===== src/rtl/cpuhp_pkg.sv =====
package cpuhp_pkg;
  localparam int GPE_PCI_BIT = 1;
  localparam int GPE_CPU_BIT = 2;
  localparam logic [7:0] GPE_SCI_MASK = 8'h06;
endpackage


===== src/rtl/cpu_presence_map.sv =====
module cpu_presence_map #(
  parameter int MAP_BYTES = 32,
  parameter int INIT_CPUS = 4,
  localparam int MAP_BITS = MAP_BYTES * 8,
  localparam int IDX_W = $clog2(MAP_BITS),
  localparam int BYTE_W = $clog2(MAP_BYTES)
) (
  input  logic                clk,
  input  logic                rst,
  input  logic                upd_en,
  input  logic                upd_plug,
  input  logic [IDX_W-1:0]    upd_idx,
  input  logic [BYTE_W-1:0]   rd_byte,
  output logic [7:0]          rd_data,
  output logic [MAP_BITS-1:0] map_bits
);
  generate
    if (INIT_CPUS > MAP_BITS) begin : g_bad_init
      $error("start-up processor count exceeds presence map");
    end
  endgenerate

  function automatic logic [MAP_BITS-1:0] preload();
    logic [MAP_BITS-1:0] v;
    for (int i = 0; i < MAP_BITS; i++) v[i] = (i < INIT_CPUS);
    return v;
  endfunction

  localparam logic [MAP_BITS-1:0] PRELOAD = preload();

  logic [MAP_BITS-1:0] map_q;

  always_ff @(posedge clk) begin
    if (rst) begin
      map_q <= PRELOAD;
    end else if (upd_en) begin
      map_q[upd_idx] <= upd_plug;
    end
  end

  assign rd_data  = map_q[{rd_byte, 3'b000} +: 8];
  assign map_bits = map_q;
endmodule


===== src/rtl/gpe_status_reg.sv =====
module gpe_status_reg
  import cpuhp_pkg::*;
(
  input  logic       clk,
  input  logic       rst,
  input  logic       cpu_evt,
  input  logic       pci_evt,
  input  logic       clr_we,
  input  logic [7:0] clr_mask,
  input  logic [7:0] gpe_en,
  input  logic       fixed_evt,
  output logic [7:0] sts_q,
  output logic       sci
);
  logic [7:0] set_vec;
  logic [7:0] clr_vec;

  always_comb begin
    set_vec = 8'h00;
    set_vec[GPE_CPU_BIT] = cpu_evt;
    set_vec[GPE_PCI_BIT] = pci_evt;
    clr_vec = clr_we ? clr_mask : 8'h00;
  end

  always_ff @(posedge clk) begin
    if (rst) sts_q <= 8'h00;
    else     sts_q <= (sts_q & ~clr_vec) | set_vec;
  end

  assign sci = fixed_evt | (|(sts_q & gpe_en & GPE_SCI_MASK));
endmodule


===== src/rtl/cpu_hotplug_gpe.sv =====
module cpu_hotplug_gpe #(
  parameter int AW = 16,
  parameter int ID_W = 9,
  parameter int MAP_BYTES = 32,
  parameter int INIT_CPUS = 4,
  parameter logic [AW-1:0] BASE_ADDR = 16'hAF00,
  parameter logic [AW-1:0] STS_ADDR = 16'hAF20
) (
  input  logic            clk,
  input  logic            rst,
  input  logic            hp_valid,
  input  logic [ID_W-1:0] hp_id,
  input  logic            hp_plug,
  input  logic            pci_hp_evt,
  input  logic [7:0]      gpe_en,
  input  logic            fixed_evt,
  input  logic [AW-1:0]   io_addr,
  input  logic            io_rd,
  input  logic            io_wr,
  input  logic [7:0]      io_wdata,
  output logic [7:0]      io_rdata,
  output logic [7:0]      gpe_sts,
  output logic            sci,
  output logic            id_err
);
  localparam int MAP_BITS = MAP_BYTES * 8;
  localparam int IDX_W = $clog2(MAP_BITS);
  localparam int BYTE_W = $clog2(MAP_BYTES);
  localparam logic [AW-1:0] MAP_SPAN = AW'(MAP_BYTES);

  logic [AW-1:0]       off;
  logic                in_map;
  logic                sts_hit;
  logic                hp_ok;
  logic                hp_bad;
  logic [7:0]          map_byte;
  logic [MAP_BITS-1:0] map_bits;

  assign off     = io_addr - BASE_ADDR;
  assign in_map  = off < MAP_SPAN;
  assign sts_hit = io_addr == STS_ADDR;
  assign hp_ok   = hp_valid && (int'(hp_id) < MAP_BITS);
  assign hp_bad  = hp_valid && !(int'(hp_id) < MAP_BITS);

  cpu_presence_map #(
    .MAP_BYTES(MAP_BYTES),
    .INIT_CPUS(INIT_CPUS)
  ) u_map (
    .clk     (clk),
    .rst     (rst),
    .upd_en  (hp_ok),
    .upd_plug(hp_plug),
    .upd_idx (hp_id[IDX_W-1:0]),
    .rd_byte (off[BYTE_W-1:0]),
    .rd_data (map_byte),
    .map_bits(map_bits)
  );

  gpe_status_reg u_gpe (
    .clk      (clk),
    .rst      (rst),
    .cpu_evt  (hp_ok),
    .pci_evt  (pci_hp_evt),
    .clr_we   (io_wr && sts_hit),
    .clr_mask (io_wdata),
    .gpe_en   (gpe_en),
    .fixed_evt(fixed_evt),
    .sts_q    (gpe_sts),
    .sci      (sci)
  );

  always_ff @(posedge clk) begin
    if (rst) begin
      io_rdata <= 8'h00;
      id_err   <= 1'b0;
    end else begin
      if (hp_bad) id_err <= 1'b1;
      if (io_rd) begin
        if (in_map)       io_rdata <= map_byte;
        else if (sts_hit) io_rdata <= gpe_sts;
        else              io_rdata <= 8'h00;
      end
    end
  end
endmodule


===== config.mk =====
export PLATFORM = sky130hd
export DESIGN_NAME = cpu_hotplug_gpe
export DESIGN_NICKNAME = d
export VERILOG_FILES = /design/src/rtl/cpuhp_pkg.sv /design/src/rtl/cpu_presence_map.sv /design/src/rtl/gpe_status_reg.sv /design/src/rtl/cpu_hotplug_gpe.sv
export SDC_FILE = /design/constraint.sdc
export NUM_CORES = 1
export LEC_CHECK = 0
export BUFFER_PORTS_ARGS = -buffer_cell sky130_fd_sc_hd__buf_2
export CAP_MARGIN = 5
export CORE_ASPECT_RATIO = 1.25
export CORE_MARGIN = 2
export CORE_UTILIZATION = 60
export CTS_CLUSTER_DIAMETER = 40
export DETAILED_ROUTE_END_ITERATION = 6
export PLACE_DENSITY = 0.85
export SLEW_MARGIN = 20
export SYNTH_ARGS = -nofsm -noshare
export SYNTH_HDL_FRONTEND = slang
export SYNTH_SLANG_ARGS = --single-unit

===== constraint.sdc =====
create_clock -name clk -period 3.35 [get_ports clk]
set_clock_uncertainty 0.2 [all_clocks]
set_input_delay 0.5025 -clock clk [delete_from_list [all_inputs] [get_ports clk]]
set_output_delay 0.5025 -clock clk [all_outputs]
set_load 0.01 [all_outputs]

---- Word-level counts from Yosys, hierarchy flattened ----
Index checks and enable logic that the tools add are counted.
storage, ports and cells
  output and inout bits ................... 18
  bits of input ports ..................... 49
  flip-flop bits (word level) ............. 273
cells by class
  eq/ne operators ......................... 1
  mux-type cells .......................... 6
  bitwise logic cells ..................... 5
  order comparisons ....................... 4
  shifts and indexed selects .............. 1
  $add $sub $neg .......................... 1
  reductions and logical operators ........ 6
operators by type and width
  kind                    count
  $bwmux 256              1
  $shiftx 256x9->8        1
  $mux 8                  3
  $eq 16x16->1 const B    1
  $lt 16x6->1 const B     1
  $sub 16x16->16 const B  1
  $lt 8x9->1 const B      1
  $lt 9x9->1 const B      1
  $and 8x8->8             1
  $demux 1 s8             1
  $ge 8x1->1 const B      1
  $not 8->8               1
  $or 8x3->8              1
  $logic_and 1x1->1       4
  $and 3x3->3             1
  $reduce_or 2->1         1
  $logic_not 1->1         1
  $mux 1                  1
  $or 1x1->1              1

---- Logic depth before layout (Yosys ltp) ----
  depth in word-level cells ............... 6
  depth in mapped cells ................... 8
  depth with buffers taken out ............ 4

---- By module ----
From an unflattened synthesis, not the netlist that was laid out.
unflattened totals
  cell total of the unflattened synthesis .. 1,512
  area, all modules ....................... 14,224.9 um^2
by module, submodules not included
  module            cells each  sequential area each (um^2)  times used  area each (um^2)
  cpu_presence_map  1,427       5,124.9                      1           13,411.6
  cpu_hotplug_gpe   56          180.2                        1           503.0
  gpe_status_reg    29          160.2                        1           310.3

---- Least setup slack after synthesis ----
OpenSTA, ideal clock, no wires.
  path kind ............................... input port to flip-flop
  from .................................... input io_addr[1]
  to ...................................... register io_rdata[4]
  arrival time ............................ 1.987 ns
  setup slack ............................. 1.048 ns
  library setup time ...................... 0.116 ns
  data required time ...................... 3.034 ns
  cell stages on the path ................. 7
  cells stage by stage .................... buf_2 > buf_2 > clkbuf_1 > mux4_2 > a22oi_1 > nand3_1 > a31o_1
between the ends
  longest elaborated chain between the ends .. 3
RTL lines
  item                                            line                                          text
  start, declared                                 cpu_hotplug_gpe.sv:17                         input logic [AW-1:0] io_addr,
  $sub 16x16->16 or $eq 16x16->1 (tied branches)  cpu_hotplug_gpe.sv:39, cpu_hotplug_gpe.sv:41
  $shiftx 256x9->8 (tied with other cells)        cpu_presence_map.sv:41                        assign rd_data = map_q[{rd_byte, 3'b000} +: 8];
  $mux 8 (*)                                      cpu_hotplug_gpe.sv:79                         if (in_map) io_rdata <= map_byte;
  end signal, assigned                            cpu_hotplug_gpe.sv:79
  end signal, assigned                            cpu_hotplug_gpe.sv:80                         else if (sts_hit) io_rdata <= gpe_sts;
  end, declared                                   cpu_hotplug_gpe.sv:21                         output logic [7:0] io_rdata,
Every way passes the cells marked *; elsewhere a longest branch is shown, timed or not.
A chain may end at the register's enable or synchronous reset.

---- Worst setup path after layout ----
  from .................................... input io_addr[0]
  to ...................................... register io_rdata[3]
Same word-level chain as after synthesis.

==> reports/results.ini <==
[synthesis]
async_flop_share=0
yosysWarnings=0
synth_edf_count=0
postSynthAreaPerCell_um2=9.287
synth.yosys.seq_area_share=0.3998
ys_seq_elements=273
synth_area_mm2=0.01367
syn-instance-count=1472
synth_cell_types=46
synth_top_flop_cell=dfxtp_1
syn-num-nets=1521

[setup_path]
r2r_cells=4
crit_arrival_ps=2690
path_class=input pin to register
cp_data_required_time_ps=3610
crit_fanout=32
critPathLaunchType=input pin
worstSetupEndpointType=register

[route]
dr.pass1.iters=6
ant_nets=0
routedWlPerCell_um=20.79
viasPerCell=6.625
first_iter_violations=1209
route.detailed.drc=0
via_count=11686
wl_mm=36.68

[die]
rows=61
core_area_mm2=0.02229
io_pins=67
die_height_um=172.8
dieArea_mm2=0.02402
start_util=0.6134
die_w_um=139.0

[layout]
area_growth_pct=12.15
diodes=0
drive_gt1_frac=0.1715
finalNetCount=1507
finalNonFillerCells=1764

[hold_path]
whs_path_depth=3
hold_class=input pin to register

[outcome]
status=complete, no violations

[clock_tree]
cts_root_buf=clkbuf_16
clk_latency_ps=570
cts_inserted_buffers=31
cts_tree=yes
cts_resized=0
cts_setup_buffers=0
clock_sinks=273
htree_num_levels=1
cts_buffer_depth=3
path_clk_slew_ps=60
cts_hold_buf=7

[sta]
tightest_slew_ps=858.6
slew_viol_final=0
fin_crit_ps=2428
setup_viol=0
rsz0062_at_grt=no
max_clock_freq_mhz=411.9
hold_violations=0
setup_tns_ps=0
fin_crit_sh=0.7247
setup_ws_ps=922.2
slew_headroom=0.4276

[placed_design]
dp_hpwl_mm=22.65
post-place-ws_ps=371.3
gp_congestion=0.8737
dp.cells=1700
port_buffers=60

[global_route]
use_met2=0.4986
grt_util_met3=0.03822
grt_max_degree=266
antenna_found_initial=1
grt-ovfl-total=0
globalRouteMet1Util=0.3831
track_usage=0.2954
grt.busiest_layer=met2
grt_pass1_vias=11399
grt_pass1_wl_mm=59.10

[flow_run]
cap_violations=0

[pwr]
ir_worst_vdd_mv=0.4717
p_leak_nw=6.581
power_density_mw_per_mm2=480.3

==> critical path: stages <==
cell and delay (ps):
buf_4 540, buf_12 320, buf_12 220, mux2_2 350
a221oi_1 380, nand3_1 140, a31o_1 220
==> kinds of logic after synthesis <==
kind of cell           synth area share
AOI/OAI and AO/OA               0.09125
buffers and inverters           0.05748
DFF                              0.3998
muxes                            0.2434
and+or+nand+nor                  0.2081
==> final timing paths <==
path	startpoint	endpoint	slack, ps
max	io_addr[0]	io_rdata[3]$_SDFFE_PP0P_	920
min	hp_valid	id_err$_SDFFE_PP0P_	60
max reg2reg	u_map.map_bits[234]$_SDFFE_PP0P_	io_rdata[2]$_SDFFE_PP0P_	1430
min reg2reg	u_map.map_bits[103]$_SDFFE_PP0P_	u_map.map_bits[103]$_SDFFE_PP0P_	270
==> area by class of cell <==
type	count	area (µm²)
tap	283	354.1
inverter	3	11.26
sequential	273	5465
fill	1596	6955
timing repair buffer	123	903.4
clock buffer	38	852.1
multi-input combinational	1026	7502
clock inverter	18	242.7
==> cells in the mapped netlist (2+ instances only) <==
library cell    n  share of area
nor3_1         12         0.0044
nor2_1        193          0.053
nand3_1       259          0.095
and4b_1         4         0.0029
a211o_1         7         0.0045
o21ai_0        70          0.026
o221ai_1        7         0.0045
nor4bb_1       12         0.0088
mux4_1         11          0.021
buf_4           8         0.0044
nor3b_1         2         0.0011
a221oi_1        8         0.0051
buf_12          2         0.0029
nand2b_1       14         0.0064
mux2i_1       200           0.15
dfxtp_1       273           0.40
nor2b_1         8         0.0037
mux4_2         38          0.063
a32o_1          8         0.0059
inv_1           3        0.00082
a22o_1          7         0.0045
nand4_1         3         0.0014
nand4b_1        6         0.0038
a31o_1          8         0.0051
buf_2          34          0.012
nand3b_1        4         0.0022
a21oi_1        79          0.029
nor4_2          3         0.0027
nand2_1        15         0.0041
buf_1           5         0.0014
clkbuf_1      116          0.032
nand4bb_1       2         0.0016
or2_2           5         0.0023
a22oi_1         9         0.0049
a41o_1          2         0.0015
nor4b_2         3         0.0033
buf_6           4         0.0033
mux2_2         16          0.013
nor4b_4         5         0.0087
==> per-layer routing <==
metal,share of wire,vias to the layer above
li1,-,5294
met1,0.39,5740
met2,0.49,537
met3,0.074,113
met4,0.039,2
met5,0.00035,-
==> per-stage QoR <==
stage          total power, mW  hold WS (ps)  utilization  instance area, µm²
2_1_floorplan            3.656         244.4            -               13670
3_3_place_gp             3.799         250.0       0.6344               14140
3_5_place_dp             3.803         256.7       0.6344               14140
4_1_cts                  7.366         51.08       0.6867               15300
5_1_grt                  7.537         84.10       0.6879               15330
6_report                 7.363         63.42       0.6879               15330
==> power by group <==
group / internal, mW / leakage [nW] / switching [mW]
Combinational: 0.153 / 3.85 / 0.348
Sequential: 3.25 / 2.20 / 0.00350
Clock: 2.20 / 0.531 / 1.41
==> cell usage in the layout (no fill, tap or decap), types with 3 or more instances in the layout <==
| cell | n |
|---|---|
| nand2b_1 | 14 |
| buf_2 | 57 |
| or2_2 | 5 |
| mux2i_1 | 200 |
| nand4b_1 | 6 |
| dlygate4sd3_1 | 7 |
| inv_1 | 3 |
| nor4bb_2 | 12 |
| a22oi_1 | 9 |
| nor4b_2 | 3 |
| a211o_1 | 7 |
| nand2_1 | 15 |
| mux2_2 | 16 |
| mux4_1 | 11 |
| dfxtp_1 | 273 |
| a32o_1 | 8 |
| clkinvlp_4 | 4 |
| nand3b_1 | 4 |
| bufinv_16 | 5 |
| o21ai_0 | 70 |
| buf_4 | 50 |
| buf_12 | 6 |
| a31o_1 | 8 |
| clkinv_2 | 5 |
| nor2_1 | 193 |
| clkbuf_16 | 31 |
| inv_6 | 3 |
| mux4_2 | 38 |
| nand3_1 | 259 |
| nand4_1 | 3 |
| a221oi_1 | 8 |
| nor2b_1 | 7 |
| and4b_1 | 4 |
| clkbuf_8 | 6 |
| nor4_2 | 3 |
| nor4b_4 | 5 |
| nor3_1 | 12 |
| o221ai_1 | 7 |
| a21oi_1 | 79 |
| a22o_1 | 7 |
==> state kept, by name, indices dropped and copies added, names as in the netlist <==
register	flops
u_gpe.sts_q	8
io_rdata	8
id_err	1
u_map.map_bits	256
Note: power is estimated with default switching activity, not from simulation.
